$ cat src/rtl/pit_pkg.sv
package pit_pkg;
    localparam int CNT_W   = 16;
    localparam int WDATA_W = 16;
    localparam int RDATA_W = 32;
    localparam int ADDR_W  = 2;
    localparam int LVL_W   = 8;

    // control word bit positions (LSB = 0)
    localparam int BIT_EN   = 0;
    localparam int BIT_FRZ  = 1;
    localparam int BIT_IEN  = 2;
    localparam int BIT_STAT = 7;
    localparam int LVL_LO   = 8;

    typedef enum logic [ADDR_W-1:0] {
        SEL_CTRL   = 2'd0,
        SEL_RELOAD = 2'd1,
        SEL_LIVE   = 2'd2,
        SEL_NONE   = 2'd3
    } reg_sel_e;

    typedef struct packed {
        logic [LVL_W-1:0] level;
        logic             status;
        logic             ien;
        logic             frz_en;
        logic             en;
    } ctrl_t;

    typedef struct packed {
        logic               we_ctrl;
        logic               we_reload;
        logic               clr_status;
        logic [WDATA_W-1:0] data;
    } bus_cmd_t;

    function automatic logic [WDATA_W-1:0] pack_ctrl(input ctrl_t c);
        logic [WDATA_W-1:0] w;
        w = '0;
        w[LVL_LO +: LVL_W] = c.level;
        w[BIT_STAT]        = c.status;
        w[BIT_IEN]         = c.ien;
        w[BIT_FRZ]         = c.frz_en;
        w[BIT_EN]          = c.en;
        return w;
    endfunction
endpackage

$ cat src/rtl/pit_bus_port.sv
module pit_bus_port
    import pit_pkg::*;
(
    input  logic               bus_en,
    input  logic               bus_we,
    input  logic [ADDR_W-1:0]  bus_addr,
    input  logic [WDATA_W-1:0] bus_wdata,
    input  ctrl_t              ctrl,
    input  logic [CNT_W-1:0]   reload,
    input  logic [CNT_W-1:0]   count,
    output bus_cmd_t           cmd,
    output logic [RDATA_W-1:0] rdata
);
    localparam int PAD_W = RDATA_W - CNT_W;

    reg_sel_e sel;
    logic     wr;

    assign sel = reg_sel_e'(bus_addr);
    assign wr  = bus_en & bus_we;

    always_comb begin
        cmd            = '0;
        cmd.data       = bus_wdata;
        cmd.we_ctrl    = wr && (sel == SEL_CTRL);
        cmd.we_reload  = wr && (sel == SEL_RELOAD);
        cmd.clr_status = wr && (sel == SEL_CTRL) && bus_wdata[BIT_STAT];
    end

    always_comb begin
        unique case (sel)
            SEL_CTRL:   rdata = {{(RDATA_W-WDATA_W){1'b0}}, pack_ctrl(ctrl)};
            SEL_RELOAD: rdata = {{PAD_W{1'b0}}, reload};
            SEL_LIVE:   rdata = {count, {PAD_W{1'b0}}};
            default:    rdata = '0;
        endcase
    end
endmodule

$ cat src/rtl/pit_ctrl_regs.sv
module pit_ctrl_regs
    import pit_pkg::*;
(
    input  logic             clk,
    input  logic             rst,
    input  bus_cmd_t         cmd,
    input  logic             expire,
    output ctrl_t            ctrl,
    output logic [CNT_W-1:0] reload
);
    always_ff @(posedge clk) begin
        if (rst) begin
            ctrl   <= '0;
            reload <= '0;
        end else begin
            if (cmd.we_ctrl) begin
                ctrl.level  <= cmd.data[LVL_LO +: LVL_W];
                ctrl.ien    <= cmd.data[BIT_IEN];
                ctrl.frz_en <= cmd.data[BIT_FRZ];
                ctrl.en     <= cmd.data[BIT_EN];
            end
            if (expire)
                ctrl.status <= 1'b1;
            else if (cmd.clr_status)
                ctrl.status <= 1'b0;
            if (cmd.we_reload)
                reload <= cmd.data[CNT_W-1:0];
        end
    end

    assert_status_set_R7: assert property (@(posedge clk) disable iff (rst)
        expire |=> ctrl.status);
    assert_w1c_clear_R7: assert property (@(posedge clk) disable iff (rst)
        (cmd.clr_status && !expire) |=> !ctrl.status);
endmodule

$ cat src/rtl/pit_down_counter.sv
module pit_down_counter #(
    parameter int W = 16
) (
    input  logic         clk,
    input  logic         rst,
    input  logic         step,
    input  logic         load,
    input  logic [W-1:0] load_val,
    input  logic [W-1:0] reload_val,
    output logic [W-1:0] count,
    output logic         expire
);
    logic at_zero;
    assign at_zero = (count == '0);
    assign expire  = step & ~load & at_zero;

    always_ff @(posedge clk) begin
        if (rst)
            count <= '0;
        else if (load)
            count <= load_val;
        else if (step)
            count <= at_zero ? reload_val : count - 1'b1;
    end

    assert_hold_when_idle_R3: assert property (@(posedge clk) disable iff (rst)
        (!load && !step) |=> $stable(count));
    assert_reload_on_zero_R4: assert property (@(posedge clk) disable iff (rst)
        expire |=> (count == $past(reload_val)));
endmodule

$ cat src/rtl/pit_timer.sv
module pit_timer
    import pit_pkg::*;
(
    input  logic               clk,
    input  logic               rst,
    input  logic               tick,
    input  logic               freeze,
    input  logic               bus_en,
    input  logic               bus_we,
    input  logic [ADDR_W-1:0]  bus_addr,
    input  logic [WDATA_W-1:0] bus_wdata,
    output logic [RDATA_W-1:0] bus_rdata,
    output logic               irq_req,
    output logic [LVL_W-1:0]   irq_level
);
    bus_cmd_t         cmd;
    ctrl_t            ctrl;
    logic [CNT_W-1:0] reload;
    logic [CNT_W-1:0] count;
    logic             expire;
    logic             halted;
    logic             step;

    pit_bus_port u_port (
        .bus_en    (bus_en),
        .bus_we    (bus_we),
        .bus_addr  (bus_addr),
        .bus_wdata (bus_wdata),
        .ctrl      (ctrl),
        .reload    (reload),
        .count     (count),
        .cmd       (cmd),
        .rdata     (bus_rdata)
    );

    pit_ctrl_regs u_regs (
        .clk    (clk),
        .rst    (rst),
        .cmd    (cmd),
        .expire (expire),
        .ctrl   (ctrl),
        .reload (reload)
    );

    assign halted = ctrl.frz_en & freeze;
    assign step   = tick & ctrl.en & ~halted;

    pit_down_counter #(.W(CNT_W)) u_cnt (
        .clk        (clk),
        .rst        (rst),
        .step       (step),
        .load       (cmd.we_reload),
        .load_val   (cmd.data[CNT_W-1:0]),
        .reload_val (reload),
        .count      (count),
        .expire     (expire)
    );

    assign irq_req   = ctrl.ien & ctrl.status;
    assign irq_level = irq_req ? ctrl.level : '0;

    assert_freeze_hold_R6: assert property (@(posedge clk) disable iff (rst)
        (ctrl.frz_en && freeze && !cmd.we_reload) |=> $stable(count));
    assert_level_quiet_R9: assert property (@(posedge clk) disable iff (rst)
        !irq_req |-> (irq_level == '0));
endmodule

$ cat config.mk
export PLATFORM = sky130hd
export DESIGN_NAME = pit_timer
export DESIGN_NICKNAME = d
export VERILOG_FILES = /design/src/rtl/pit_pkg.sv /design/src/rtl/pit_bus_port.sv /design/src/rtl/pit_ctrl_regs.sv /design/src/rtl/pit_down_counter.sv /design/src/rtl/pit_timer.sv
export SDC_FILE = /design/constraint.sdc
export NUM_CORES = 1
export LEC_CHECK = 0
export ABC_AREA = 1
export BUFFER_PORTS_ARGS = -buffer_cell sky130_fd_sc_hd__buf_4
export CORE_UTILIZATION = 58
export DETAILED_ROUTE_END_ITERATION = 7
export PLACE_DENSITY_LB_ADDON = 0.3
export SLEW_MARGIN = 20
export SYNTH_ARGS = -nofsm -noshare
export SYNTH_HDL_FRONTEND = slang
export SYNTH_SLANG_ARGS = --single-unit
export TNS_END_PERCENT = 100
$ cat constraint.sdc
create_clock -name clk -period 3.2 [get_ports clk]
set_clock_uncertainty 0.1 [all_clocks]
set_input_delay 0.16 -clock clk [delete_from_list [all_inputs] [get_ports clk]]
set_output_delay 0.16 -clock clk [all_outputs]
set_load 0.1 [all_outputs]
# Word level (Yosys, flattened, before mapping)
# Index checks and enable logic that the tools add are counted.
# totals
out_inout_bits,41
regBits,44
wordCells,33
# classes
addsub,1
n_mux,7
eq_ne,2
n_reduce_logical,7
bitwise_logic,9
# ops
cell,count
$pmux W32 S3,1
$mux W16,3
$logic_not A16 Y1,1
$sub A16 B1 Y16 const B,1
$mux W8,1
$and A1 B1 Y1,7
$reduce_bool A2 Y1,2
$logic_and A1 B1 Y1,3
$eq A2 B1 Y1 const B,1
$eq A2 B2 Y1 const B,1
$logic_not A2 Y1,1
$mux W1,2
$not A1 Y1,2

# Longest topological paths before layout
# Gate-level depths: netlist (run 1).
# depth
ltp_word,6
depth_mapped,12
depth_no_buf,12

# Hierarchy
# Synthesis (run 1) repeated with hierarchy kept, for this count alone.
# hier_totals
hier_cells,474
hier_area_um2,3079.2
# modules_own_cells
module,cells_per_inst,instances,area_per_inst_um2,seq_area_each_um2
pit_down_counter,223,1,1501.4,320.3
pit_ctrl_regs,122,1,964.7,560.5
pit_bus_port,107,1,528.0,0.0
pit_timer,22,1,85.1,0.0

# Worst setup path before layout (run 1)
# No wires, ideal clock.
# synth_timing
kind,reg2out
from,register u_regs.reload[0]
to,output port bus_rdata[0]
n_path_buf,0
slack_ps,474
required_ps,2940
path_stages_with_launch,3
arrival_ps,2466
cell_sequence,dfxtp_1 -> inv_1 -> o21ai_0
# synth_via
elab_chain_cells,1
# synth_lines
element,line_no,source
"start, declared",pit_ctrl_regs.sv:9,output logic [CNT_W-1:0] reload
"start signal, assigned",pit_ctrl_regs.sv:27,reload <= cmd.data[CNT_W-1:0];
$pmux W32 S3,pit_bus_port.sv:31,unique case (sel)
"end, declared",pit_timer.sv:12,"output logic [RDATA_W-1:0] bus_rdata,"
# Every way passes these cells.

# Worst setup path after layout (run 1)
# layout_timing
from,input port bus_en
to,register u_cnt.count[8]
# layout_via
elab_chain_cells,3
elab_cells_between_ends,4
classes_between,1 x mux; 1 x bitwise; 2 x reduce/logical
# layout_lines
element,line_no,source
"start, declared",pit_timer.sv:8,"input logic bus_en,"
$and A1 B1 Y1 (*),pit_bus_port.sv:20,assign wr = bus_en & bus_we;
$logic_and A1 B1 Y1 (*),pit_bus_port.sv:26,cmd.we_reload = wr && (sel == SEL_RELOAD);
$mux W16 / $reduce_bool A2 Y1 (equally long branches),-,
"end signal, assigned",pit_down_counter.sv:21,count <= load_val;
"end signal, assigned",pit_down_counter.sv:23,count <= at_zero ? reload_val : count - 1'b1;
"end, declared",pit_down_counter.sv:10,"output logic [W-1:0] count,"
# Mark *: on every way between the ends. The rest lies on a longest branch, timed or not.
# A chain may end at the register's enable or synchronous reset.

==> impl_metrics.ini, run 1 <==
[clock_network]
cts.clk_slew.worst_paths_ns = 0.08
cts-root-buf = clkbuf_8
cts_hold_buf = 0
cts_resized = 0
cts_tree = yes
post_cts_buffers = 0
clkLatencyLatePin_ns = 0.30
cts.sinks = 44
ctsLongestPathBuffers = 2
htree_levels = 2
cts_buffers = 5

[worst_setup_path]
r2r-end = u_cnt.count[3]
critPathKind = in2reg
crit_path_start = bus_en
crit_path_start_kind = input pin
cp.arrival_ns = 2.18
r2r_slack_ns = 1.16
crit_path_end_kind = flip-flop
critical_path_required_ns = 3.32
worstRegToRegCells = 8
cp_max_fo = 21
timing.rr.start = u_cnt.count[0]
crit_end = u_cnt.count[8]

[grt]
grt_pass1_vias = 2643
grt_usage_pct = 31.0
grt_antenna_before_repair = 0
overflow = 0
grt_pass1_wl_mm = 12.4
grt_max_degree = 31

[timing]
finalCritPeriodShare_pct = 64.2
maxSlewViolCount = 0
maxSlewHeadroom_pct = 56.6
rsz0062_at_grt = no
fmax_mhz = 487
fin_crit_ns = 2.06
fin_tns_setup_ns = 0
hold_violations = 0
worst_slew_pin_slew_ns = 0.650
finalSetupViolCount = 0

[run_status]
status = complete, no violations

[finish]
fill_cells = 369
final_layout_size_suffix_gt1_share_pct = 21.4
multi_input_area_um2 = 1450
design_area_um2 = 3270
diodes = 0
syn_to_final_growth_pct = 19.1
final-seq-area_um2 = 881
nets = 529

[route]
ant_nets = 0
wl_met2_mm = 3.45
wl_mm = 7.56
vias = 3066
drtPass1Iterations = 8
routed_via_density = 5.51
drc = 0
route.met3.wl_um = 643
routedWlPerCell_um = 13.6
top_layer = met4
first_iter_violations = 325
wirelength_met1_mm = 3.28

[synth]
synth_top_family_by_area = simple AND/OR/NAND/NOR gates
synth_most_common_cell = nand2_1
synth_cell_types = 27
synthMuxAreaShare_pct = 0
synth_area_um2 = 2740
synthTopCellsByCount = nand2_1, nor2_1, inv_1, dfxtp_1, nand3_1
yosys.area_share.adder_pct = 0.912
yosysSeqAreaShare_pct = 32.1
async_flop_share_pct = 0
ys_ff_latch = 44
synth_edf_count = 0
synth-xor-area-share_pct = 0.638
synth_ff_type = dfxtp_1
synthSimpleGateAreaFrac_pct = 37.5
yosysTopAreaCell = dfxtp_1
yosys.area.top_type_share_pct = 32.1
syn-num-nets = 478
avgSynthCellArea_um2 = 6.07
synth-compound-area-share_pct = 13.9
yosys-top-cells-area = dfxtp_1, nand2_1, nor2_1
syn_inst = 452
ys.warnings.count = 0

[placed_design]
finalWeightedCongestion = 0.946
port_buffers = 64
place_area_um2 = 3180
hpwl_mm = 5.68

[floorplan]
ioPinCount = 65
die_y_um = 70.8
chipWidth_um = 70.8
start_util_pct = 61.7
die_area_um2 = 5010
num_rows = 24
coreArea_um2 = 4440

[hold_path]
worstHoldStart = bus_wdata[1]
hold_path_class = in2reg
whs_path_depth = 3

[pwr]
vdd_drop_max_v = 0.000242
p_leak_nw = 1.54
power_density_nw_per_um2 = 418

[job]
max_cap_violations = 0
-- flip-flops by register name, indices dropped and copies added, names as in the netlist --
| signal | cells |
|---|---|
| u_cnt.count | 16 |
| u_regs.ctrl | 12 |
| u_regs.reload | 16 |
-- cells in the final DEF, fill, tap and decap left out --
cell type	count
a21oi_1	32
buf_4	64
clkbuf_8	6
clkinv_1	4
clkinv_2	2
dfxtp_1	44
ha_1	2
inv_1	56
inv_2	19
nand2_1	99
nand2_2	2
nand2_4	1
nand3_1	42
nand3_2	2
nand4_1	1
nor2_1	61
nor2_2	5
nor2_4	5
nor2_8	1
nor3_1	11
o21ai_0	22
o21ai_1	12
o22ai_1	8
or2_2	1
xor2_1	2
-- worst min path at each step --
| stage | end | slack, ns |
|---|---|---|
| 6_report | u_regs.ctrl[1] | 0.01 |
| 5_1_grt | u_regs.ctrl[5] | 0.03 |
| 4_1_cts | u_regs.ctrl[1] | 0.003 |
| 3_5_place_dp | u_regs.ctrl[1] | 0.31 |
| 3_3_place_gp | u_regs.ctrl[6] | 0.31 |
| 2_1_floorplan | u_regs.ctrl[2] | 0.20 |
-- metrics by stage --
step | setup slack, ns | std cells | total power (W) | utilization, % | hold WS, ns
floorplan | 0.474 | 452 | 0.000920 | - | 0.202
global placement | 0.960 | 548 | 0.000996 | 71.5 | 0.305
detailed placement | 0.904 | 548 | 0.00101 | 71.5 | 0.311
CTS | 1.18 | 556 | 0.00136 | 73.5 | 0.00348
global route | 0.941 | 556 | 0.00143 | 73.5 | 0.0279
finish | 1.14 | 556 | 0.00136 | 73.5 | 0.0103
-- critical path: stages --
cell and delay (ns):
buf_4 0.11, nand2_1 0.42, nor2_8 0.15, inv_2 0.31
nand2_1 0.48, o21ai_1 0.31, inv_2 0.06, a21oi_1 0.17
-- routing by layer --
metal | GRT usage, % | vias up
met3 | 4.99 | 21
met2 | 50.2 | 175
li1 | - | 1513
met5 | 0 | -
met4 | 11.3 | 0
met1 | 42.0 | 1357
-- power breakdown --
part	switching (W)	total [W]	internal, W	leakage, nW
Sequential	0.0000153	0.000580	0.000565	0.357
Combinational	0.000293	0.000424	0.000131	1.13
Clock	0.000187	0.000360	0.000172	0.0510
Total	0.000496	0.00136	0.000869	1.54
-- area by class of cell --
class | count | share of cell area (%)
Clock inverter | 2 | 0.306
Sequential cell | 44 | 27.0
Timing Repair Buffer | 64 | 14.7
Tap cell | 52 | 1.99
Clock buffer | 6 | 2.53
Inverter | 79 | 9.07
Multi-Input combinational cell | 309 | 44.4
-- cell families after synthesis --
group	count (synthesis)
simple gates	231
buf+inv	99
compound gates	74
flops	44
xor+xnor	2
fa+ha+maj	2
No activity file was read; power rests on OpenSTA's default activity.
==> run 2: changes to the inputs <==
--- a/config.mk
+++ b/config.mk
@@ -5,9 +5,9 @@
 export SDC_FILE = /design/constraint.sdc
 export NUM_CORES = 1
 export LEC_CHECK = 0
-export ABC_AREA = 1
+export ABC_AREA = 0
 export BUFFER_PORTS_ARGS = -buffer_cell sky130_fd_sc_hd__buf_4
-export CORE_UTILIZATION = 58
+export CORE_UTILIZATION = 54
 export DETAILED_ROUTE_END_ITERATION = 7
 export PLACE_DENSITY_LB_ADDON = 0.3
 export SLEW_MARGIN = 20
==> constraint.sdc (replaced) <==
create_clock -name clk -period 2.1 [get_ports clk]
set_clock_uncertainty 0.1 [all_clocks]
set_input_delay 0.105 -clock clk [delete_from_list [all_inputs] [get_ports clk]]
set_output_delay 0.105 -clock clk [all_outputs]
set_load 0.1 [all_outputs]
==> impl_metrics.ini, run 2 <==
[finish]
final_layout_size_suffix_gt1_share_pct = 27.2
instances_no_fill = 497
diodes = 0
final_cell_mix = buf_4, nand2_1, dfxtp_1, a21oi_1, and2_1
syn_to_final_growth_pct = 31.6
multi_input_area_um2 = 1670
nets = 456
fill_cells = 386
final-seq-area_um2 = 881
utilization_pct = 74.6
largestRegisters = u_cnt.count: 16 flops, u_regs.reload: 16 flops, u_regs.ctrl: 12 flops
final_common_cell = buf_4
design_area_um2 = 3570

[synth]
synth_ff_type = dfxtp_1
yosys-top-cells-area = dfxtp_1, nand2_1, a21oi_1
avgSynthCellArea_um2 = 7.72
synth_cell_types = 58
synth_edf_count = 0
syn-num-nets = 377
synth_area_um2 = 2710
async_flop_share_pct = 0
yosys.area.top_type_share_pct = 32.5
ys_ff_latch = 44
ys.warnings.count = 0
synthTopCellsByCount = nand2_1, dfxtp_1, a21oi_1, nor2_1, and2_1
syn_inst = 351
synth_most_common_cell = nand2_1
yosysTopAreaCell = dfxtp_1
yosysSeqAreaShare_pct = 32.5

[placed_design]
place_area_um2 = 3310
placed_cells = 474
finalWeightedCongestion = 0.980
port_buffers = 64
hpwl_mm = 5.61

[floorplan]
num_rows = 25
chipWidth_um = 72.9
die_area_um2 = 5310
coreArea_um2 = 4790
die_y_um = 72.9
ioPinCount = 65
start_util_pct = 56.7

[timing]
finalSetupViolCount = 0
finalCritPeriodShare_pct = 96.8
fin_crit_ns = 2.03
hold_violations = 0
worst_slew_pin_slew_ns = 0.552
maxSlewViolCount = 0
whs_ns = 0.148
maxSlewHeadroom_pct = 62.9
fin_tns_setup_ns = 0
fmax_mhz = 492

[clock_network]
cts.sinks = 44
cts-root-buf = clkbuf_8
clkLatencyLatePin_ns = 0.30
post_cts_buffers = 0
cts.clk_slew.worst_paths_ns = 0.09
cts_tree = yes
htree_levels = 2
ctsLongestPathBuffers = 2
cts_buffers = 5

[worst_setup_path]
cp.arrival_ns = 2.10
critPathKind = reg2reg
cp_max_fo = 3
crit_path_end_kind = flip-flop
crit_path_start_kind = flip-flop
critical_path_required_ns = 2.17

[pwr]
power_density_nw_per_um2 = 553
vdd_drop_max_v = 0.000371
p_leak_nw = 1.47

[grt]
grt_usage_pct = 31.7
grt_pass1_wl_mm = 13.0
overflow = 0
grt_antenna_before_repair = 0
grt_pass1_vias = 2657
grt_max_degree = 46

[job]
max_cap_violations = 0

[route]
vias = 2993
routedWlPerCell_um = 16.4
first_iter_violations = 308
ant_nets = 0
wl_mm = 8.17
drc = 0
routed_via_density = 6.02
drtPass1Iterations = 5

[hold_path]
hold_path_class = in2reg

[run_status]
status = complete, no violations
[run 2: cell count changes in the layout (fill, tap and decap cells not counted), moves of 8 or more]
cell | previous run | this run
inv_1 | 56 | 5
and3_1 | 0 | 10
a21boi_0 | 0 | 8
mux2i_1 | 0 | 12
nor2_1 | 61 | 15
o21ai_0 | 22 | 7
inv_2 | 19 | 0
buf_4 | 64 | 85
dlygate4sd3_1 | 0 | 16
nand3_1 | 42 | 9
nand2_1 | 99 | 61
o21ai_1 | 12 | 0
and2_1 | 0 | 22
[run 2: worst paths after layout]
| path | startpoint | end | slack [ns] | depth (start not counted) |
|---|---|---|---|---|
| setup / recovery | u_cnt.count[0] | u_cnt.count[14] | 0.07 | 6 |
| hold / removal | rst | u_cnt.count[4] | 0.15 | 4 |
| hold reg to reg | u_regs.ctrl[5] | u_regs.ctrl[5] | 0.37 | 2 |
| setup reg to reg | u_cnt.count[0] | u_cnt.count[14] | 0.07 | 6 |
[run 2: logic make-up (layout without fill, tap and decap cells)]
kind of cell / after synthesis / in the layout / share of synthesized area [%]
and+or+nand+nor: 174 / 174 / 34.7
AOI/OAI and AO/OA: 79 / 79 / 18.6
DFF: 44 / 44 / 32.5
buffers and inverters: 35 / 114 / 7.06
muxes: 14 / 14 / 5.26
xor gates and xnor gates: 3 / 3 / 0.969
adders and majority gates: 2 / 2 / 0.923
[run 2: metrics by stage]
stage	setup WS (ns)	total power, W
6_report	0.0682	0.00197
5_1_grt	-0.00634	0.00204
4_1_cts	0.0564	0.00196
3_5_place_dp	0.0842	0.00136
3_3_place_gp	0.190	0.00136
2_1_floorplan	0.0162	0.00122
[run 2: power by group]
| part | internal, W | switching (W) | leakage [nW] |
|---|---|---|---|
| clock network | 0.000294 | 0.000296 | 0.0503 |
| registers | 0.000855 | 0.0000317 | 0.356 |
| logic | 0.000212 | 0.000284 | 1.06 |
| total | 0.00136 | 0.000613 | 1.47 |
[run 2: critical path, stage by stage, from the launching register on]
cell     delay [ns]
dfxtp_1        0.32
inv_1          0.11
ha_1           0.19
or4b_2         0.62
o41ai_1        0.29
o21a_1         0.18
o22ai_1        0.08
[run 2: routing by layer]
| metal | GRT usage [%] | share of wire [%] | vias up |
|---|---|---|---|
| met4 | 10.2 | 1.8 | 0 |
| met3 | 4.83 | 7.6 | 16 |
| met1 | 44.2 | 44 | 1406 |
| met5 | 0 | 0 | - |
| li1 | - | - | 1417 |
| met2 | 50.4 | 46 | 154 |
[run 2: timing repair]
| item | 4_1_cts | 5_1_grt |
|---|---|---|
| gates resized for setup | 0 | 1 |
| setup endpoints to repair | 0 | 15 |
| hold buffers | 16 | 0 |
| endpoints found under the hold margin | 27 | 0 |
[run 2: area by class of cell]
type                    count  share of cell area (%)
multi-input cells         272                    46.8
flip-flops and latches     44                    24.7
repair buffers            102                    22.9
clock buffers               7                    2.70
well taps                  67                    2.35
inverters                   5                   0.526
==> run 3: changes to the inputs <==
--- a/config.mk
+++ b/config.mk
@@ -7,7 +7,8 @@
 export LEC_CHECK = 0
 export ABC_AREA = 0
 export BUFFER_PORTS_ARGS = -buffer_cell sky130_fd_sc_hd__buf_4
-export CORE_UTILIZATION = 54
+export CORE_UTILIZATION = 56
+export CTS_BUF_LIST = sky130_fd_sc_hd__clkbuf_4 sky130_fd_sc_hd__clkbuf_8
 export DETAILED_ROUTE_END_ITERATION = 7
 export PLACE_DENSITY_LB_ADDON = 0.3
 export SLEW_MARGIN = 20
==> impl_metrics.ini, run 3 (same netlist as run 2, synthesis figures left out) <==
[hold_path]
holdPathEnd = u_regs.reload[7]
whs_path_depth = 3
hold_path_class = in2reg
worstHoldStart = bus_wdata[7]

[floorplan]
ioPinCount = 65
coreArea_um2 = 4500
start_util_pct = 60.2
num_rows = 24
die_y_um = 71.6
die_area_um2 = 5120
chipWidth_um = 71.6

[grt]
grt_pass1_vias = 2790
grt_max_degree = 47
grt_antenna_before_repair = 0
grt_pass1_wl_mm = 13.4
grt_usage_pct = 33.4
overflow = 0

[finish]
largestRegisters = u_cnt.count: 16 flops, u_regs.reload: 16 flops, u_regs.ctrl: 12 flops
final_cell_mix = buf_4, nand2_1, dfxtp_1, a21oi_1, and2_1
instances_no_fill = 476
final_layout_size_suffix_gt1_share_pct = 28.1
final_common_cell = buf_4
syn_to_final_growth_pct = 29.9
nets = 449
design_area_um2 = 3520
diodes = 0

[worst_setup_path]
crit_chain = nor4_4 > and4_2 > buf_4 > nand3_1 > a311oi_1
timing.rr.start = u_cnt.count[9]
crit_cells = 5
crit_buf_inv = 1
crit_path_end_kind = flip-flop
cp_top_family = simple AND/OR/NAND/NOR gates
max_stage_delay_ns = 0.46
cp.arrival_ns = 2.13
r2r-end = u_cnt.count[8]
r2r_slack_ns = 0.07
crit_path_start_kind = flip-flop
critical_path_required_ns = 2.20
worstRegToRegCells = 5
critPathKind = reg2reg
slowest_stage = nor4_4
cp_max_fo = 11

[timing]
maxSlewViolCount = 0
finalSetupViolCount = 0
whs_ns = 0.00840
fin_crit_ns = 2.03
maxSlewHeadroom_pct = 50.1
worst_slew_pin_slew_ns = 0.748
finalCritPeriodShare_pct = 96.8
fmax_mhz = 492
setup_ws_ns = 0.0680
hold_violations = 0

[route]
routedWlPerCell_um = 17.3
drtPass1Iterations = 5
wl_mm = 8.25
first_iter_violations = 499
ant_nets = 0
routed_via_density = 6.35
drc = 0
vias = 3024

[clock_network]
post_cts_buffers = 0
htree_levels = 2
ctsLongestPathBuffers = 2
cts-root-buf = clkbuf_8
cts_tree = yes
cts.clk_slew.worst_paths_ns = 0.09
cts_buffers = 5
clkLatencyLatePin_ns = 0.30
cts.sinks = 44

[run_status]
status = complete, no violations

[placed_design]
place_area_um2 = 3240
placed_cells = 453
port_buffers = 64
finalWeightedCongestion = 0.925
dp_slack_ns = 0.110
hpwl_mm = 5.69

[pwr]
p_leak_nw = 1.44
power_density_nw_per_um2 = 553
vdd_drop_max_v = 0.000491
finalPower_w = 0.00195

[job]
max_cap_violations = 0
run 3: power by group:
part           leakage, nW  internal [W]  total [W]  switching, W
registers            0.356      0.000855   0.000889     0.0000341
logic                 1.03      0.000206   0.000498      0.000292
clock network       0.0510      0.000263   0.000562      0.000299
run 3: how the worst max path moves through the flow:
stage              startpoint              end
4_1_cts        u_cnt.count[0]   u_cnt.count[8]
6_report       u_cnt.count[9]   u_cnt.count[8]
3_3_place_gp   u_cnt.count[0]  u_cnt.count[14]
5_1_grt        u_cnt.count[9]   u_cnt.count[8]
3_5_place_dp   u_cnt.count[0]   u_cnt.count[8]
2_1_floorplan  u_cnt.count[0]  u_cnt.count[14]
run 3: worst reg2reg max path, cell delays in order, from the launching register on:
cell	delay, ns
dfxtp_1	0.43
nor4_4	0.46
and4_2	0.35
buf_4	0.21
nand3_1	0.10
a311oi_1	0.29
run 3: layout make-up:
cell class / count / area (um2)
multi-input combinational: 272 / 1700
fill: 324 / 981
clock buffer: 6 / 82.6
inverter: 5 / 18.8
sequential: 44 / 881
tap: 52 / 65.1
clock inverter: 2 / 10.0
timing repair buffer: 95 / 763
run 3: repair_timing:
action                                 4_1_cts  5_1_grt
setup endpoints to repair                    0       11
resized for setup                            0        8
hold buffers                                15        0
endpoints found under the hold margin       22        0
run 3: per-stage QoR:
stage	setup TNS, ns	util [%]
global placement	0	72.0
CTS	0	77.4
floorplan	0	-
finish	0	78.2
global route	-0.0478	78.2
detailed placement	0	72.0
run 3: layer usage:
metal / share of wire, % / global-route usage, % / up-vias
met5: 0 / 0 / -
li1: - / - / 1397
met2: 47 / 55.7 / 194
met3: 9.0 / 5.06 / 27
met4: 1.6 / 10.5 / 0
met1: 42 / 45.0 / 1406
